## src/rtl/vec_store_seq.sv

```systemverilog
module vec_store_seq #(
  parameter int VLEN = 256,
  parameter bit SP_CHECK_IDLE = 1'b0
) (
  input  logic                  clk,
  input  logic                  rst_n,
  input  logic                  start,
  input  logic [63:0]           base_addr,
  input  logic                  base_is_sp,
  input  logic [3:0]            imm4,
  input  logic                  four_regs,
  input  logic [3:0]            reg_field,
  input  logic [VLEN/2-1:0]     mask,
  output logic [4:0]            rd_idx,
  input  logic [VLEN-1:0]       rd_data,
  output logic                  wr_valid,
  input  logic                  wr_ready,
  output logic [63:0]           wr_addr,
  output logic [63:0]           wr_data,
  output logic                  done,
  output logic                  align_chk
);
  localparam int ELEMS = VLEN / 64;
  localparam int LANES = VLEN / 8;
  localparam int MASKW = 4 * LANES;
  localparam int EW    = (ELEMS > 1) ? $clog2(ELEMS) : 1;
  localparam int KW    = $clog2(4 * ELEMS);

  logic             busy, four_q;
  logic [4:0]       first_q;
  logic [1:0]       r_q;
  logic [EW-1:0]    e_q;
  logic [KW-1:0]    k_q;
  logic [63:0]      addr_q;
  logic [MASKW-1:0] mask_q;

  logic [63:0] start_off;
  logic        any_act, act, adv, r_last, e_last;

  assign start_off = {{60{imm4[3]}}, imm4} * (four_regs ? 64'(4 * LANES) : 64'(2 * LANES));

  always_comb begin
    any_act = 1'b0;
    for (int k = 0; k < 4 * ELEMS; k++)
      if (k < (four_regs ? 4 : 2) * ELEMS && mask[8*k]) any_act = 1'b1;
  end

  assign act    = mask_q[8*k_q];
  assign r_last = four_q ? (r_q == 2'd3) : (r_q == 2'd1);
  assign e_last = (e_q == EW'(ELEMS - 1));
  assign adv    = busy && (!act || wr_ready);

  assign rd_idx   = first_q + {3'b000, r_q};
  assign wr_valid = busy && act;
  assign wr_addr  = addr_q;
  assign wr_data  = 64'(rd_data >> {e_q, 6'd0});

  always_ff @(posedge clk or negedge rst_n) begin
    if (!rst_n) begin
      busy      <= 1'b0;
      four_q    <= 1'b0;
      first_q   <= '0;
      r_q       <= '0;
      e_q       <= '0;
      k_q       <= '0;
      addr_q    <= '0;
      mask_q    <= '0;
      done      <= 1'b0;
      align_chk <= 1'b0;
    end else begin
      done      <= 1'b0;
      align_chk <= 1'b0;
      if (!busy) begin
        if (start) begin
          busy      <= 1'b1;
          four_q    <= four_regs;
          first_q   <= four_regs ? {reg_field[2:0], 2'b00} : {reg_field, 1'b0};
          r_q       <= '0;
          e_q       <= '0;
          k_q       <= '0;
          addr_q    <= base_addr + start_off;
          mask_q    <= mask;
          align_chk <= base_is_sp && (any_act || SP_CHECK_IDLE);
        end
      end else if (adv) begin
        addr_q <= addr_q + 64'd8;
        k_q    <= k_q + 1'b1;
        if (e_last) begin
          e_q <= '0;
          r_q <= r_q + 2'd1;
          if (r_last) begin
            busy <= 1'b0;
            done <= 1'b1;
          end
        end else begin
          e_q <= e_q + 1'b1;
        end
      end
    end
  end
endmodule

```

## config.mk

```make
export PLATFORM = sky130hd
export DESIGN_NAME = vec_store_seq
export DESIGN_NICKNAME = d
export VERILOG_FILES = /design/src/rtl/vec_store_seq.sv
export SDC_FILE = /design/constraint.sdc
export NUM_CORES = 1
export LEC_CHECK = 0
export ABC_AREA = 0
export BUFFER_PORTS_ARGS = -buffer_cell sky130_fd_sc_hd__buf_4
export CAP_MARGIN = 5
export CORE_AREA = 2 2 231 233
export DETAILED_ROUTE_END_ITERATION = 6
export DIE_AREA = 0 0 233 235
export GPL_TIMING_DRIVEN = 0
export REMOVE_ABC_BUFFERS = 1
export SETUP_SLACK_MARGIN = 0.3
export SKIP_CTS_REPAIR_TIMING = 1
export SLEW_MARGIN = 20
export SYNTH_ARGS = -nofsm -noshare
export SYNTH_HDL_FRONTEND = slang
export SYNTH_SLANG_ARGS = --single-unit
```

## constraint.sdc

```tcl
create_clock -name clk -period 3.68 [get_ports clk]
set_clock_uncertainty 0.1 [all_clocks]
set_input_delay 0 -clock clk [delete_from_list [all_inputs] [get_ports clk]]
set_output_delay 0 -clock clk [all_outputs]
set_load 0.01 [all_outputs]
```

* Word-level counts from Yosys, hierarchy flattened *
Index checks and enable logic that the tools add are counted.

cells by class
  add/sub/neg operators = 6
  multiply operators = 1
  div/mod/pow operators = 0
  order comparisons = 17
  eq/ne operators = 5
  shifts and indexed selects = 1
  multiplexer cells = 46
  bitwise operators = 1
  reductions and logical operators = 25

operator list
  cell                                                                           number
  256-bit by 8-bit >> shifter with 64-bit output                                 1
  5-bit by 32-bit less-than comparator with 1-bit output (first input constant)  7
  64-bit 2-to-1 mux                                                              3
  4-bit by 32-bit less-than comparator with 1-bit output (first input constant)  4
  64-bit by 4-bit adder with 64-bit output (second input constant)               1
  64-bit adder                                                                   1
  3-bit by 32-bit less-than comparator with 1-bit output (first input constant)  2
  1-bit by 32-bit less-than comparator with 1-bit output (first input constant)  1
  2-bit by 32-bit less-than comparator with 1-bit output (first input constant)  1
  1-bit 2-to-1 mux                                                               29
  1-bit logical AND                                                              19
  2-bit 2-to-1 mux                                                               7
  4-bit by 9-bit multiplier with 13-bit output                                   1
  4-bit 2-to-1 mux                                                               3
  7-bit by 8-bit less-than comparator with 1-bit output (second input constant)  1
  8-bit 2-to-1 mux                                                               1
  5-bit by 2-bit adder with 5-bit output                                         1
  4-bit by 5-bit less-than comparator with 1-bit output (first input constant)   1
  5-bit 2-to-1 mux                                                               1
  2-bit by 1-bit adder with 2-bit output (second input constant)                 2
  4-bit by 1-bit adder with 4-bit output (second input constant)                 1
  1-bit binary-select mux with 4-bit select                                      1
  2-bit equality test (second input constant)                                    2
  2-bit by 1-bit inequality test with 1-bit output (second input constant)       2
  other kinds (8)                                                                9

word-level totals
  bits in registers = 202
  bits in latches = 0
  bits in writable memories = 0
  bits in read-only memories = 0
  input bits = 462
  output and inout bits = 136
  logic and storage cells = 112
  memories = 0

* Longest topological paths before layout *
Gate-level depths: netlist (run 1).

  depth in word-level cells = 22
  mapped depth = 27
  mapped depth without buffers = 24

* Worst setup path before layout (run 1) *
No wires, ideal clock.

  path type = input to register
  from = input four_regs
  to = register addr_q[48] (netlist: wr_addr[48])
  setup time = 0.135 ns
  data arrival time = 7.633 ns
  data required time = 3.445 ns
  slack = -4.189 ns
  cell stages on the path = 27
  buffers on the path = 3
  path through = clkbuf_1 > clkbuf_1 > nand2_1 > fa_1 > inv_1 > ha_1 > ha_1 > ha_1 > nand2_1 > nor3_1 > o21ai_0 > nand2b_1 > a21o_1 > a21oi_1 > xnor2_1 > ha_1 > buf_2 > a21oi_2 > o211ai_1 > a21boi_0 > o41ai_2 > a221o_1 > a21oi_1 > o31ai_1 > a221oi_1 > xor2_1 > o21ai_0

on the way
  longest elaborated chain between the ends = 5

ends and longest elaborated chain
  what                                          line  text
  start, declared                               11    input logic four_regs,
  8-bit 2-to-1 mux                              40    assign start_off = {{60{imm4[3]}}, imm4} * (four_regs ? 64'(4 * LANES) : 64'(2 * LANES));
  4-bit by 9-bit multiplier with 13-bit output  40
  64-bit adder                                  81    addr_q <= base_addr + start_off;
  64-bit 2-to-1 mux                             74    if (start) begin
  64-bit 2-to-1 mux                             73    if (!busy) begin
  end signal, assigned                          81
  end signal, assigned                          86    addr_q <= addr_q + 64'd8;
  end, declared                                 34    logic [63:0] addr_q;

No other way between the ends. The select of a mux whose other input is x is not followed.
A chain may end at the register's enable or synchronous reset.

* Worst setup path after layout (run 1) *
  from = input four_regs
  to = register addr_q[62] (netlist: wr_addr[62])

The elaborated chain is that of the path after synthesis.

==> out/qor.txt, run 1 <==
Req. time, crit path -> 3900 ps
Antenna violations before repair -> 23
Rel. slew slack -> 0.288
Core Region -> 52,200 sq um
EDFF count, synth -> 0
Yosys top cell area share -> 0.221
RSZ-0062 raised after global routing -> yes
Largest net degree at the start of global routing -> 97
PwrDens -> 635 nW/um^2
Fraction of layout cells with a size suffix above 1 -> 0.445
Crit share post-route -> 1.34
Initial Utilization -> 0.208
Clock root buffer -> clkbuf_16
Max Freq -> 203 MHz
Worst-Margin Slew -> 1070 ps
Yosys cell types -> 78
Initial drt markers -> 729
GPL Wtd Cong -> 0.902
Status -> finished with violations
HP Class -> in2reg
Maximum fanout along the worst path -> 8
Slowest CP cell -> fa_1
Area Overhead vs Synth -> 60.3%
Register bit count reported by yosys -> 96
Die Ht -> 235 microns
Hold path depth -> 4
Vias in the first global route -> 11,666
Via count -> 12,628
Failing checks -> hold timing, setup timing
Final Power -> 11,100 uW
First-pass GRT wire length -> 82.4 mm
CP arrival -> 5150 ps
Crit path largest cell delay -> 500 ps
Post-synth ARST share -> 1.00
Port Buf Inserts -> 485
Drt wl/cell -> 25.1 microns
GR Overflow Total -> 0
CTS Buffer Depth -> 2
Final Hold Viols -> 1
Top_reg_cell synth -> dfrtp_1
Post-Route WL -> 62.2 mm
Top cells by area, synth -> dfrtp_1, mux4_2, ha_1
Fin crit period -> 4920 ps
CP Launch Type -> input port
Critical path class -> in2reg
Fin. max-slew vios -> 0
P_leak -> 0.00759 uW
H-tree depth -> 3
Setup violators final -> 48
CTS tree -> built
Cell area after synthesis -> 10,900 sq um
Num CTS Buffers -> 9
Post-layout util -> 0.334
Synth warn -> 0
First-pass DRT Iterations -> 5
Clk pin slew, worst setup/hold paths -> 80 ps
Antenna Nets Post-Route -> 0
VDD IR max -> 280 uV
CP endpoint kind -> register
Die X -> 233 microns
Clock Latency Late Sink -> 390 ps
Max-cap violations -> 0
Sequential fraction of the synthesis area -> 0.221
Drc violations -> 0
Avg Inst Size Synth -> 8.61 sq um
# rows -> 84
Dpl hpwl -> 49.2 mm
Gate Count Post-Synth -> 1,264
Leading area contributor after synthesis -> dfrtp_1
Final worst slack -> -1240 ps
# IOs -> 598
Vias per cell -> 5.11
Cells on worst reg2reg path -> 9
# clock sinks -> 96
Most frequent cells in the layout -> buf_4, nand2_1, dfrtp_1
WHS -> -19.8 ps
Most common cell after layout, fill and taps aside -> buf_4
Final net count -> 2,314
Die Area -> 54,800 sq um
Global-route usage over all layers -> 0.208
## cell usage after synthesis (all sizes together) (4+ instances only)
master    n
a211oi   12
a21o     37
a21oi   110
a221oi    5
a22oi    10
a311oi    4
a31oi    10
and2     12
and3     12
buf      23
clkbuf   53
dfrtp    96
ha       85
inv      27
mux2i    21
mux4     69
nand2   187
nand2b    6
nand3    47
nand4    34
nor2     71
nor2b    16
nor3     33
nor4      5
o211ai    9
o21a      7
o21ai    86
o21bai   11
o221ai    7
o22ai     4
o31ai     9
or2       4
or3       5
or4       5
xnor2    46
xor2     43
## sequential cells by signal, indices dropped and copies added (netlist names), 2 cells and up
name	count
wr_addr	64
mask_q	16
first_q	4
k_q	4
e_q	2
r_q	2
## worst paths after layout
check	start	to	slack, ps
worst min-delay path	base_addr[62]	wr_addr[62]	-20
worst min register to register	mask_q[72]	mask_q[72]	370
min in group asynchronous	rst_n	wr_addr[1]	200
worst max register to register	wr_addr[5]	wr_addr[55]	0
worst max-delay path	four_regs	wr_addr[62]	-1240
max in group asynchronous	rst_n	busy	2560
## per-layer routing
| layer | wire length, microns | global-route usage | vias to the layer above |
|---|---|---|---|
| met5 | 25 | 0 | - |
| met4 | 3560 | 0.132 | 4 |
| met3 | 4150 | 0.0427 | 115 |
| met2 | 32400 | 0.374 | 553 |
| met1 | 22000 | 0.219 | 6192 |
| li1 | - | - | 5764 |
## cell families after synthesis
family | Yosys count | synth area share
fa+ha+maj | 87 | 0.101
compound gates | 347 | 0.204
flops | 96 | 0.221
buf+inv | 103 | 0.0388
mux | 93 | 0.167
xor+xnor | 89 | 0.0716
simple gates | 449 | 0.197
## where the power goes
| group | total (uW) | switching (uW) | internal, uW |
|---|---|---|---|
| Combinational | 7570 | 4000 | 3570 |
| Clock | 1010 | 531 | 480 |
| Sequential | 2500 | 912 | 1590 |
| Total | 11100 | 5440 | 5640 |
## area by class of cell
type | instances | area, sq um
fillers | 5341 | 34800
inverters | 27 | 101
clock inverters | 7 | 71.3
flip-flops and latches | 96 | 2410
repair buffers | 565 | 4520
clock buffers | 9 | 225
well taps | 688 | 861
diodes | 14 | 35.0
multi-input cells | 1066 | 9220
## critical path: cells and delay by family
| kind | cells | cell delay [ps] |
|---|---|---|
| AOI/OAI and AO/OA | 9 | 1190 |
| and+or+nand+nor | 8 | 1330 |
| adders and majority gates | 5 | 1560 |
| xor gates and xnor gates | 1 | 150 |
| buffers and inverters | 7 | 890 |
## stage by stage
step | hold WS (ps) | TNS [ps] | setup WS, ps | std cells | instance area, sq um
after floorplan | -396 | -171820 | -3800 | 1188 | 10600
after detailed placement | 94.1 | -94420 | -2620 | 2370 | 15300
after global placement | 96.7 | -408040 | -6310 | 2361 | 15100
after global routing | 22.0 | -42700 | -1370 | 2472 | 17400
final | -19.8 | -35110 | -1240 | 2472 | 17400
after CTS | -337 | -73480 | -2220 | 2386 | 15600
Note: power is estimated with default switching activity, not from simulation.
==> run 2: changes to the inputs <==
Settings changed: PLACE_DENSITY_LB_ADDON from default to 0.3.
==> out/qor.txt, run 2 (synthesis results as in run 1) <==
Die Area -> 54,800 sq um (unchanged)
GPL Wtd Cong -> 0.934 (+3.5%)
Critical path's top delay family -> adder cells
Drc violations -> 0 (unchanged)
First-pass DRT Iterations -> 5 (unchanged)
Vias in the first global route -> 11,815 (+1.3%)
Most common cell after layout, fill and taps aside -> buf_4
Fin crit period -> 4880 ps (-40.5 ps)
CP endpoint kind -> register
HP Class -> in2reg
Crit path largest cell delay -> 500 ps (about the same)
Status -> finished with violations
Comb power frac -> 0.699 (+0.016)
Critical path class -> in2reg
Via count -> 12,781 (+1.2%)
Core Region -> 52,200 sq um (unchanged)
Failing checks -> setup timing
Most frequent cells in the layout -> buf_4, nand2_1, dfrtp_1
FF+latch area -> 2410 sq um (about the same)
Clock Latency Late Sink -> 390 ps (about the same)
Max-cap violations -> 0 (unchanged)
Final instance area -> 17,900 sq um (+2.4%)
Clk pwr share -> 0.089 (-0.002)
Seq pwr share -> 0.213 (-0.012)
GR Overflow Total -> 0 (unchanged)
Largest net degree at the start of global routing -> 97 (unchanged)
Most frequent CP cell -> ha_4
Max reg flops -> 64 (unchanged)
First-pass GRT wire length -> 87.3 mm (+6.0%)
Worst r2r src -> wr_addr[5]
Antenna violations before repair -> 29 (+26%)
Global-route usage over all layers -> 0.226 (+0.0183)
Setup violators final -> 49 (+2.1%)
Sw Pwr -> 5700 uW (+4.8%)
P_leak -> 0.00773 uW (+1.9%)
Initial Utilization -> 0.208 (unchanged)
VDD IR max -> 393 uV (+40%)
PwrDens -> 642 nW/um^2 (+1.0%)
# IOs -> 598 (unchanged)
Die X -> 233 microns (unchanged)
Internal power -> 5760 uW (+2.2%)
Vias per cell -> 5.15 (+0.89%)
Antenna Nets Post-Route -> 0 (unchanged)
# rows -> 84 (unchanged)
CP arrival -> 5110 ps (-40 ps)
Slowest CP cell -> fa_1
Fraction of layout cells with a size suffix above 1 -> 0.467 (+0.0220)
Min-Delay Startpoint -> four_regs
Area Overhead vs Synth -> 64.1%
Port Buf Inserts -> 485 (unchanged)
CTS tree -> built
Req. time, crit path -> 3900 ps (about the same)
Clock root buffer -> clkbuf_16
Final Hold Viols -> 0 (-1)
RSZ-0062 raised after global routing -> yes
Drt wl/cell -> 27.0 microns (+7.6%)
Fin. max-slew vios -> 0 (unchanged)
CP bufs+invs -> 6 (-1)
Clk pin slew, worst setup/hold paths -> 90 ps (about the same)
CP Launch Type -> input port
Dpl hpwl -> 53.3 mm (+8.3%)
Maximum fanout along the worst path -> 7 (-1)
Critical path startpoint -> four_regs
Final worst slack -> -1200 ps (+40.5 ps)
Die Ht -> 235 microns (unchanged)
Post-Route WL -> 67.1 mm (+7.9%)
Area of the multi-input gates -> 9440 sq um (+2.3%)
Final net count -> 2,325 (+0.48%)
# clock sinks -> 96 (unchanged)
Crit share post-route -> 1.33 (-0.0110)
CTS Buffer Depth -> 2 (unchanged)
WHS -> 29.0 ps (+48.8 ps)
Max Freq -> 205 MHz (+0.83%)
Rel. slew slack -> 0.303 (+0.0145)
Fill count -> 5,354 (+0.24%)
H-tree depth -> 3 (unchanged)
Num CTS Buffers -> 9 (unchanged)
Sw Share -> 0.497 (+0.00628)
DP Area -> 15,300 sq um (+0.13%)
Initial drt markers -> 904 (+24%)
Worst-Margin Slew -> 1040 ps (-21.7 ps)
## run 2: worst paths after layout
kind	to	slack, ps	depth (start not counted)
max	wr_addr[62]	-1200	29
max in group asynchronous	e_q[0]	2540	2
min reg2reg	mask_q[80]	380	2
max reg2reg	wr_addr[55]	-30	9
min in group asynchronous	align_chk	200	2
min	first_q[1]	30	4
## run 2: per-layer routing
metal  global-route usage  vias to the layer above  wire length [microns]  share of wire
li1                     -                     5766                      -              -
met1                0.243                     6346                  23700           0.35
met2                0.412                      549                  35200           0.52
met3               0.0470                      118                   4460          0.066
met4                0.121                        2                   3750          0.056
met5                    0                        -                     11        0.00016
## run 2: final cells by class
| type | instances | share of cell area |
|---|---|---|
| Sequential cell | 96 | 0.135 |
| Antenna cell | 11 | 0.00154 |
| Tap cell | 688 | 0.0482 |
| Timing Repair Buffer | 577 | 0.264 |
| Multi-Input combinational cell | 1065 | 0.528 |
| Clock buffer | 9 | 0.0126 |
| Clock inverter | 7 | 0.00455 |
| Inverter | 27 | 0.00581 |
## run 2: worst register-to-register path, stage by stage (launching register included)
cell	delay [ps]
dfrtp_1	490
nand4_2	210
nor3_1	780
nand3_1	360
nor4_2	760
nand2_1	230
or4_1	450
nand2_1	80
a221oi_1	70
a21oi_1	130
## run 2: power groups by stage
stage          clock (uW)  sequential [uW]  combinational [uW]
4_1_cts              1040             2430                7330
3_5_place_dp            0             2450                7280
6_report             1020             2440                8010
2_1_floorplan           0             2540                3520
5_1_grt              1090             2540                8520
3_3_place_gp            0             2710                6940
## run 2: stage by stage
step / total power (uW) / cells / utilization / worst slack [ps] / setup TNS, ps
finish: 11500 / 2480 / 0.342 / -1200 / -35870
floorplan: 6070 / 1188 / - / -3800 / -171820
global route: 12200 / 2479 / 0.342 / -1360 / -43510
global placement: 9650 / 2361 / 0.288 / -6420 / -424000
CTS: 10800 / 2387 / 0.299 / -2230 / -74380
detailed placement: 9730 / 2371 / 0.293 / -2600 / -94850
